==> src/rtl/uart_cmd_responder_pkg.sv <==
package uart_cmd_responder_pkg;

    localparam int BYTE_W    = 8;
    localparam int REPLY_LEN = 4;
    localparam int IDX_W     = $clog2(REPLY_LEN);

    localparam logic [BYTE_W-1:0] CH_UPPER_T = 8'h54;
    localparam logic [BYTE_W-1:0] CH_LOWER_T = 8'h74;

    typedef enum logic [2:0] {
        RK_ACK_UPPER = 3'd0,
        RK_ACK_LOWER = 3'd1,
        RK_UNKNOWN   = 3'd2,
        RK_ERR_PAR   = 3'd3,
        RK_ERR_FRM   = 3'd4,
        RK_ERR_OVR   = 3'd5
    } reply_kind_e;

    typedef enum logic [1:0] {
        SQ_IDLE = 2'd0,
        SQ_OFFER = 2'd1,
        SQ_WAIT  = 2'd2
    } seq_state_e;

    typedef struct packed {
        seq_state_e  state;
        logic [IDX_W-1:0] idx;
        reply_kind_e kind;
    } seq_regs_t;

    // Leading character of each reply.
    function automatic logic [BYTE_W-1:0] lead_char(reply_kind_e k);
        case (k)
            RK_ACK_UPPER: return 8'h4F;
            RK_ACK_LOWER: return 8'h6F;
            RK_UNKNOWN:   return 8'h55;
            RK_ERR_PAR:   return 8'h50;
            RK_ERR_FRM:   return 8'h46;
            default:      return 8'h4F;
        endcase
    endfunction

    // Second character of each reply.
    function automatic logic [BYTE_W-1:0] tail_char(reply_kind_e k);
        case (k)
            RK_ACK_UPPER: return 8'h4B;
            RK_ACK_LOWER: return 8'h6B;
            RK_UNKNOWN:   return 8'h43;
            default:      return 8'h45;
        endcase
    endfunction

endpackage

==> src/rtl/uart_cmd_classifier.sv <==
module uart_cmd_classifier
    import uart_cmd_responder_pkg::*;
(
    input  logic [BYTE_W-1:0] data,
    input  logic              err_parity,
    input  logic              err_framing,
    input  logic              err_overrun,
    output reply_kind_e       kind
);
    // Errors outrank data; among errors framing, then parity, then overrun.
    always_comb begin
        if (err_framing) begin
            kind = RK_ERR_FRM;
        end else if (err_parity) begin
            kind = RK_ERR_PAR;
        end else if (err_overrun) begin
            kind = RK_ERR_OVR;
        end else if (data == CH_UPPER_T) begin
            kind = RK_ACK_UPPER;
        end else if (data == CH_LOWER_T) begin
            kind = RK_ACK_LOWER;
        end else begin
            kind = RK_UNKNOWN;
        end
    end
endmodule

==> src/rtl/uart_reply_rom.sv <==
module uart_reply_rom
    import uart_cmd_responder_pkg::*;
(
    input  reply_kind_e       kind,
    input  logic [IDX_W-1:0]  idx,
    output logic [BYTE_W-1:0] byte_out
);
    localparam logic [BYTE_W-1:0] CH_CR = 8'h0D;
    localparam logic [BYTE_W-1:0] CH_LF = 8'h0A;

    always_comb begin
        case (idx)
            IDX_W'(0): byte_out = lead_char(kind);
            IDX_W'(1): byte_out = tail_char(kind);
            IDX_W'(2): byte_out = CH_CR;
            default:   byte_out = CH_LF;
        endcase
    end
endmodule

==> src/rtl/uart_reply_sequencer.sv <==
module uart_reply_sequencer
    import uart_cmd_responder_pkg::*;
(
    input  logic             clk,
    input  logic             rst,
    input  logic             evt_valid,
    input  reply_kind_e      evt_kind,
    input  logic             tx_ready,
    input  logic             tx_done,
    output logic             offer,
    output logic             busy,
    output reply_kind_e      cur_kind,
    output logic [IDX_W-1:0] cur_idx
);
    localparam logic [IDX_W-1:0] LAST_IDX = IDX_W'(REPLY_LEN - 1);

    seq_regs_t r_d, r_q;

    always_comb begin
        r_d = r_q;
        case (r_q.state)
            SQ_IDLE: begin
                if (evt_valid) begin
                    r_d.state = SQ_OFFER;
                    r_d.idx   = '0;
                    r_d.kind  = evt_kind;
                end
            end
            SQ_OFFER: begin
                if (tx_ready) begin
                    r_d.state = SQ_WAIT;
                end
            end
            SQ_WAIT: begin
                if (tx_done) begin
                    if (r_q.idx == LAST_IDX) begin
                        r_d.state = SQ_IDLE;
                        r_d.idx   = '0;
                    end else begin
                        r_d.state = SQ_OFFER;
                        r_d.idx   = r_q.idx + IDX_W'(1);
                    end
                end
            end
            default: r_d.state = SQ_IDLE;
        endcase
    end

    always_ff @(posedge clk) begin
        if (rst) begin
            r_q.state <= SQ_IDLE;
            r_q.idx   <= '0;
            r_q.kind  <= RK_UNKNOWN;
        end else begin
            r_q <= r_d;
        end
    end

    assign offer    = (r_q.state == SQ_OFFER);
    assign busy     = (r_q.state != SQ_IDLE);
    assign cur_kind = r_q.kind;
    assign cur_idx  = r_q.idx;

    AST_HOLD_OFFER: assert property (@(posedge clk) disable iff (rst)
        offer && !tx_ready |=> offer && $stable(cur_idx) && $stable(cur_kind));
    AST_NO_OFFER_BEFORE_DONE: assert property (@(posedge clk) disable iff (rst)
        (r_q.state == SQ_WAIT) && !tx_done |=> !offer);
    AST_START_AT_FIRST: assert property (@(posedge clk) disable iff (rst)
        $rose(busy) |-> offer && (cur_idx == '0));
    AST_IDLE_ACCEPTS: assert property (@(posedge clk) disable iff (rst)
        !busy && evt_valid |=> busy && (cur_kind == $past(evt_kind)));
    AST_KIND_LOCKED: assert property (@(posedge clk) disable iff (rst)
        busy |=> $stable(cur_kind));
endmodule

==> src/rtl/uart_cmd_responder.sv <==
module uart_cmd_responder
    import uart_cmd_responder_pkg::*;
(
    input  logic              clk,
    input  logic              rst,
    input  logic              rx_valid,
    input  logic [BYTE_W-1:0] rx_data,
    input  logic              rx_err_parity,
    input  logic              rx_err_framing,
    input  logic              rx_err_overrun,
    output logic              tx_valid,
    output logic [BYTE_W-1:0] tx_data,
    input  logic              tx_ready,
    input  logic              tx_done,
    output logic              busy
);
    reply_kind_e      evt_kind;
    reply_kind_e      cur_kind;
    logic [IDX_W-1:0] cur_idx;

    uart_cmd_classifier u_classify (
        .data        (rx_data),
        .err_parity  (rx_err_parity),
        .err_framing (rx_err_framing),
        .err_overrun (rx_err_overrun),
        .kind        (evt_kind)
    );

    uart_reply_sequencer u_seq (
        .clk       (clk),
        .rst       (rst),
        .evt_valid (rx_valid),
        .evt_kind  (evt_kind),
        .tx_ready  (tx_ready),
        .tx_done   (tx_done),
        .offer     (tx_valid),
        .busy      (busy),
        .cur_kind  (cur_kind),
        .cur_idx   (cur_idx)
    );

    uart_reply_rom u_rom (
        .kind     (cur_kind),
        .idx      (cur_idx),
        .byte_out (tx_data)
    );

    AST_VALID_WHILE_BUSY: assert property (@(posedge clk) disable iff (rst)
        tx_valid |-> busy);
endmodule

==> config.mk <==
export PLATFORM = sky130hd
export DESIGN_NAME = uart_cmd_responder
export DESIGN_NICKNAME = d
export VERILOG_FILES = /design/src/rtl/uart_cmd_responder_pkg.sv /design/src/rtl/uart_cmd_classifier.sv /design/src/rtl/uart_reply_rom.sv /design/src/rtl/uart_reply_sequencer.sv /design/src/rtl/uart_cmd_responder.sv
export SDC_FILE = /design/constraint.sdc
export NUM_CORES = 1
export LEC_CHECK = 0
export BUFFER_PORTS_ARGS = -buffer_cell sky130_fd_sc_hd__buf_2
export CORE_MARGIN = 5
export CORE_UTILIZATION = 43
export DETAILED_ROUTE_END_ITERATION = 12
export PLACE_DENSITY = 0.74
export SLEW_MARGIN = 20
export SYNTH_ARGS = -nofsm -noshare
export SYNTH_HDL_FRONTEND = slang
export SYNTH_SLANG_ARGS = --single-unit
export TNS_END_PERCENT = 10
==> constraint.sdc <==
create_clock -name clk -period 1.95 [get_ports clk]
set_input_delay 0.2925 -clock clk [delete_from_list [all_inputs] [get_ports clk]]
set_output_delay 0.2925 -clock clk [all_outputs]
set_load 0.03 [all_outputs]
* Word level (Yosys, flattened, before mapping)
Cells that the tools add are included. Widths: inputs -> output; s select.
Word-level totals: word-level logic and storage cells 40, input port bits 16, flip-flop bits (word level) 7, output and inout port bits 10
Operators by class: eq/ne operators 14, reduce and logical (&&, ||, !) cells 8, add/sub/neg operators 1, muxes and demuxes 14
Operator list (count):
- $pmux 6 s4 | 1
- $pmux 8 s3 | 1
- $pmux 6 s3 | 1
- $eq 8x7->1 const B | 2
- $mux 3 | 5
- $mux 7 | 1
- $eq 2x2->1 const B | 3
- $eq 3x2->1 const B | 2
- $pmux 2 s3 | 1
- $reduce_and 3->1 | 2
- $eq 2x1->1 const B | 2
- $logic_not 2->1 | 2
- $mux 2 | 2
- $mux 4 | 1
- $ne 2x2->1 const B | 2
- $pmux 2 s2 | 1
- $reduce_bool 2->1 | 2
- $eq 3x1->1 const B | 1
- $eq 3x3->1 const B | 1
- $logic_not 3->1 | 1
- $add 2x1->2 const B | 1
- $ne 2x1->1 const B | 1
- $reduce_and 2->1 | 1

* Longest topological paths before layout
word-level depth 8, gate-level depth with buffers 5

* By module
A second synthesis with hierarchy kept.
Unflattened totals: cells, all modules 77, area total of the unflattened synthesis 655.6 um^2
Modules (own cells, without submodules):
- uart_reply_sequencer | instances 1, seq. area each 140.1 um^2, area an instance 382.9 um^2, cells each 40
- uart_reply_rom | instances 1, seq. area each 0.0 um^2, area an instance 202.7 um^2, cells each 28
- uart_cmd_classifier | instances 1, seq. area each 0.0 um^2, area an instance 70.1 um^2, cells each 9

* Worst setup path before layout
No wires, ideal clock.
kind register to output, start register, netlist name u_seq.cur_idx[0], end output tx_data[5], cell stages (with the launch flop) 6, buffers on the path 0, path slack 90 ps, data arrival time 1568 ps, cells stage by stage dfxtp_1 -> inv_1 -> ha_1 -> nor2_1 -> nor2_1 -> and3_1
On the way: word-level cells in the longest chain between the ends 2, elaborated cells between the ends (all ways) 4, those cells by class 2 x eq/ne; 1 x mux; 1 x reduce/logical
RTL lines:
- $eq 2x2->1 (tied with other cells) | RTL line uart_reply_rom.sv:12 | case (idx)
- $pmux 8 s3 * | RTL line uart_reply_rom.sv:12
- to (decl) | RTL line uart_cmd_responder.sv:12 | output logic [BYTE_W-1:0] tx_data,
Every way passes the cells marked *; elsewhere a longest branch is shown, timed or not.

* Worst setup path after layout
start register, netlist name u_seq.cur_idx[1], end output tx_data[2]
On the way: word-level cells in the longest chain between the ends 2, elaborated cells between the ends (all ways) 4, those cells by class 2 x eq/ne; 1 x mux; 1 x reduce/logical
RTL lines (RTL line):
- $eq 2x2->1 (tied with other cells) | uart_reply_rom.sv:12
- $pmux 8 s3 * | uart_reply_rom.sv:12
Marks and branches as above.

==> run_results.csv <==
group,metric,value,unit
finish,antenna_cells,0,
timing,hold_viol,0,
logic_synthesis,syn-cell-area,580.6,um2
power,p_leak,0.3563,nW
critical_path,r2r_setup_slack,0.87,ns
clock_network,clk_pin_slew,0.05,ns
critical_path,cp_max_fo,5,
timing,drv_slew,0,
logic_synthesis,synth_top_cell_area_share,24.14,%
global_route,grt_pass1_wl,2166,um
timing,setup_violations,0,
clock_network,insertion_delay,0.25,ns
drt,drt_iter0_markers,6,
floorplanning,ios,26,
timing,max_freq,523.6,MHz
timing,period_needed,1.910,ns
global_route,antenna_found_initial,0,
finish,fin_area,760.7,um2
place,place_area,714.4,um2
logic_synthesis,yosys-top-cells-area,"dfxtp_1 (24%), ha_1 (11%), nor2_1 (5.8%)",
floorplanning,start_util,45.18,%
place,hpwl,1019,um
run_status,status,"completed",
global_route,first_global_vias,546,
timing,skew,0.004821,ns
power,internal-power,0.3000,mW
finish,syn2layout_area_growth,31.03,%
global_route,grt.total_usage,14.06,%
critical_path,worstPathArrival,1.62,ns
clock_network,cts_tree,"built",
clock_network,cts_buffers,3,
power,swShare,35.94,%
place,port_buffers,24,
critical_path,worstPathRequired,1.66,ns
critical_path,cp-start-kind,"flip-flop",
place,dp_slack,0.1332,ns
floorplanning,core-area,1285,um2
finish,final_cell_mix,"buf_2 (23), nor2_1 (8), inv_1 (7)",
critical_path,critical_path_class,"reg2out",
clock_network,post_cts_buffers,0,
drt,route.vias.total,632,
global_route,grt_max_degree,10,
drt,ant_nets,0,
logic_synthesis,seq_area_frac_synth,24.14,%
place,gp_congestion,0.8265,
power,p_comb_share,35.4,%
logic_synthesis,synth.ff_latch_count,7,
power,ir_drop,284.0,uV
power,p_per_area,615.5,nW/um2
job,maxCapViolations,0,
finish,final_common_cell,"buf_2",
drt,drt-pass1-iter-count,4,
logic_synthesis,yosysWarnings,0,
power,p_switching,0.1683,mW
timing,final.setup.worst_slack,0.04013,ns
timing,rsz0062_at_grt,"yes",
logic_synthesis,synthCells,76,
floorplanning,rows,13,
timing,finalCritPeriodShare,97.94,%
logic_synthesis,syn-num-nets,97,
clock_network,cts.path.max_buffers,2,
clock_network,cts_sinks,7,
power,clkPwrFrac,27.7,%
finish,drive_above_1_share,35.92,%
drt,wl,1344,um
logic_synthesis,synth_top_area_cell,"dfxtp_1",
drt,wl_per_cell,11.39,um
timing,holdWs,0.2934,ns
floorplanning,die_y,46.75,um
drt,drc,0,
floorplanning,die_w,46.75,um
drt,avgViaCountPerCell,5.356,
logic_synthesis,synth_cell_types,30,
critical_path,cp-end-kind,"output pin",
global_route,grt-ovfl-total,0,
finish,fin_nets,125,
clock_network,cts_max_level,1,
floorplanning,die_area,2185,um2
clock_network,root_buffer,"clkbuf_4",
power,power_frac_seq,36.9,%
min_path,hold_path_class,"in2reg",
logic_synthesis,avgSynthCellArea,7.639,um2
## stage by stage
step                util, %  cells  setup TNS [ns]  power, mW
finish                59.20    118               0     0.4682
global route          59.20    118        -0.05851     0.4981
CTS                   58.52    118        -0.04133     0.4730
detailed placement    55.60    114               0     0.3345
global placement      55.60    114               0     0.3319
floorplan                 -     76               0     0.2817
## area by class of cell
class                           count  area [um2]
Multi-Input combinational cell     60       415.4
Timing Repair Buffer               25       130.1
Inverter                            7       26.28
Fill cell                         130       524.3
Clock buffer                        4       26.28
Sequential cell                     7       143.9
Tap cell                           15       18.77
## cells by family after synthesis
| group | after synthesis | synth area share [%] |
|---|---|---|
| AND/OR/NAND/NOR | 32 | 33.62 |
| AO/OA/AOI/OAI | 21 | 22.41 |
| buffers and inverters | 9 | 6.682 |
| flip-flops | 7 | 24.14 |
| adder cells (fa/ha/maj) | 5 | 10.78 |
| multiplexers | 1 | 1.724 |
| other | 1 | 0.6459 |
## flip-flops by register name, indices dropped and copies added (netlist names)
signal and flops:
u_seq.cur_kind 3, u_seq.cur_idx 2, u_seq.r_q 2
## what timing repair did
action | 4_1_cts | 5_1_grt
hold buffers | 0 | 0
gates resized for setup | 5 | 4
pin swaps | 0 | 2
endpoints found under the hold margin | 0 | 0
gates cloned | 0 | 0
setup endpoints to repair | 2 | 3
## critical path, stage by stage, from the launching register on
cell	delay (ns)
dfxtp_2	0.35
inv_1	0.07
ha_2	0.20
and3_1	0.20
a2111oi_2	0.29
nor3_1	0.09
buf_4	0.18
## path summary, 6_finish.rpt
path,cells past startpoint,start,end
max,6,u_seq.cur_idx[1],tx_data[2]
min,3,tx_ready,u_seq.r_q[6]
max reg2reg,4,u_seq.cur_idx[0],u_seq.cur_idx[1]
min reg2reg,2,u_seq.cur_idx[1],u_seq.cur_idx[1]
## Yosys cell counts (all sizes together)
cell     instances
o2111ai          1
nor3b            2
and3             2
a31oi            2
a21oi            6
a21o             2
o211ai           1
nor2b            2
nand2b           2
ha               5
or2              1
a2111oi          1
nand3b           3
nor2             9
nand4b           3
nor3             2
o21ai            5
or4b             1
buf              2
conb             1
o21bai           1
mux2i            1
or3b             1
nand2            1
or3              2
dfxtp            7
a211oi           2
and3b            1
inv              7
## metal layers
layer	track usage, %	vias to the layer above	share of wire [%]
met5	0	-	0
met1	17.05	272	42
met2	21.70	29	46
li1	-	327	-
met3	2.299	4	11
met4	11.60	0	1.7
## power by group through the flow
stage               Combinational (mW)  Sequential, mW  Clock, mW
CTS                              0.166           0.172      0.135
finish                           0.166           0.173      0.130
global placement                 0.158           0.174          0
detailed placement               0.160           0.174          0
floorplan                        0.113           0.168          0
global route                     0.181           0.176      0.142
Note: power is estimated with default switching activity, not from simulation.
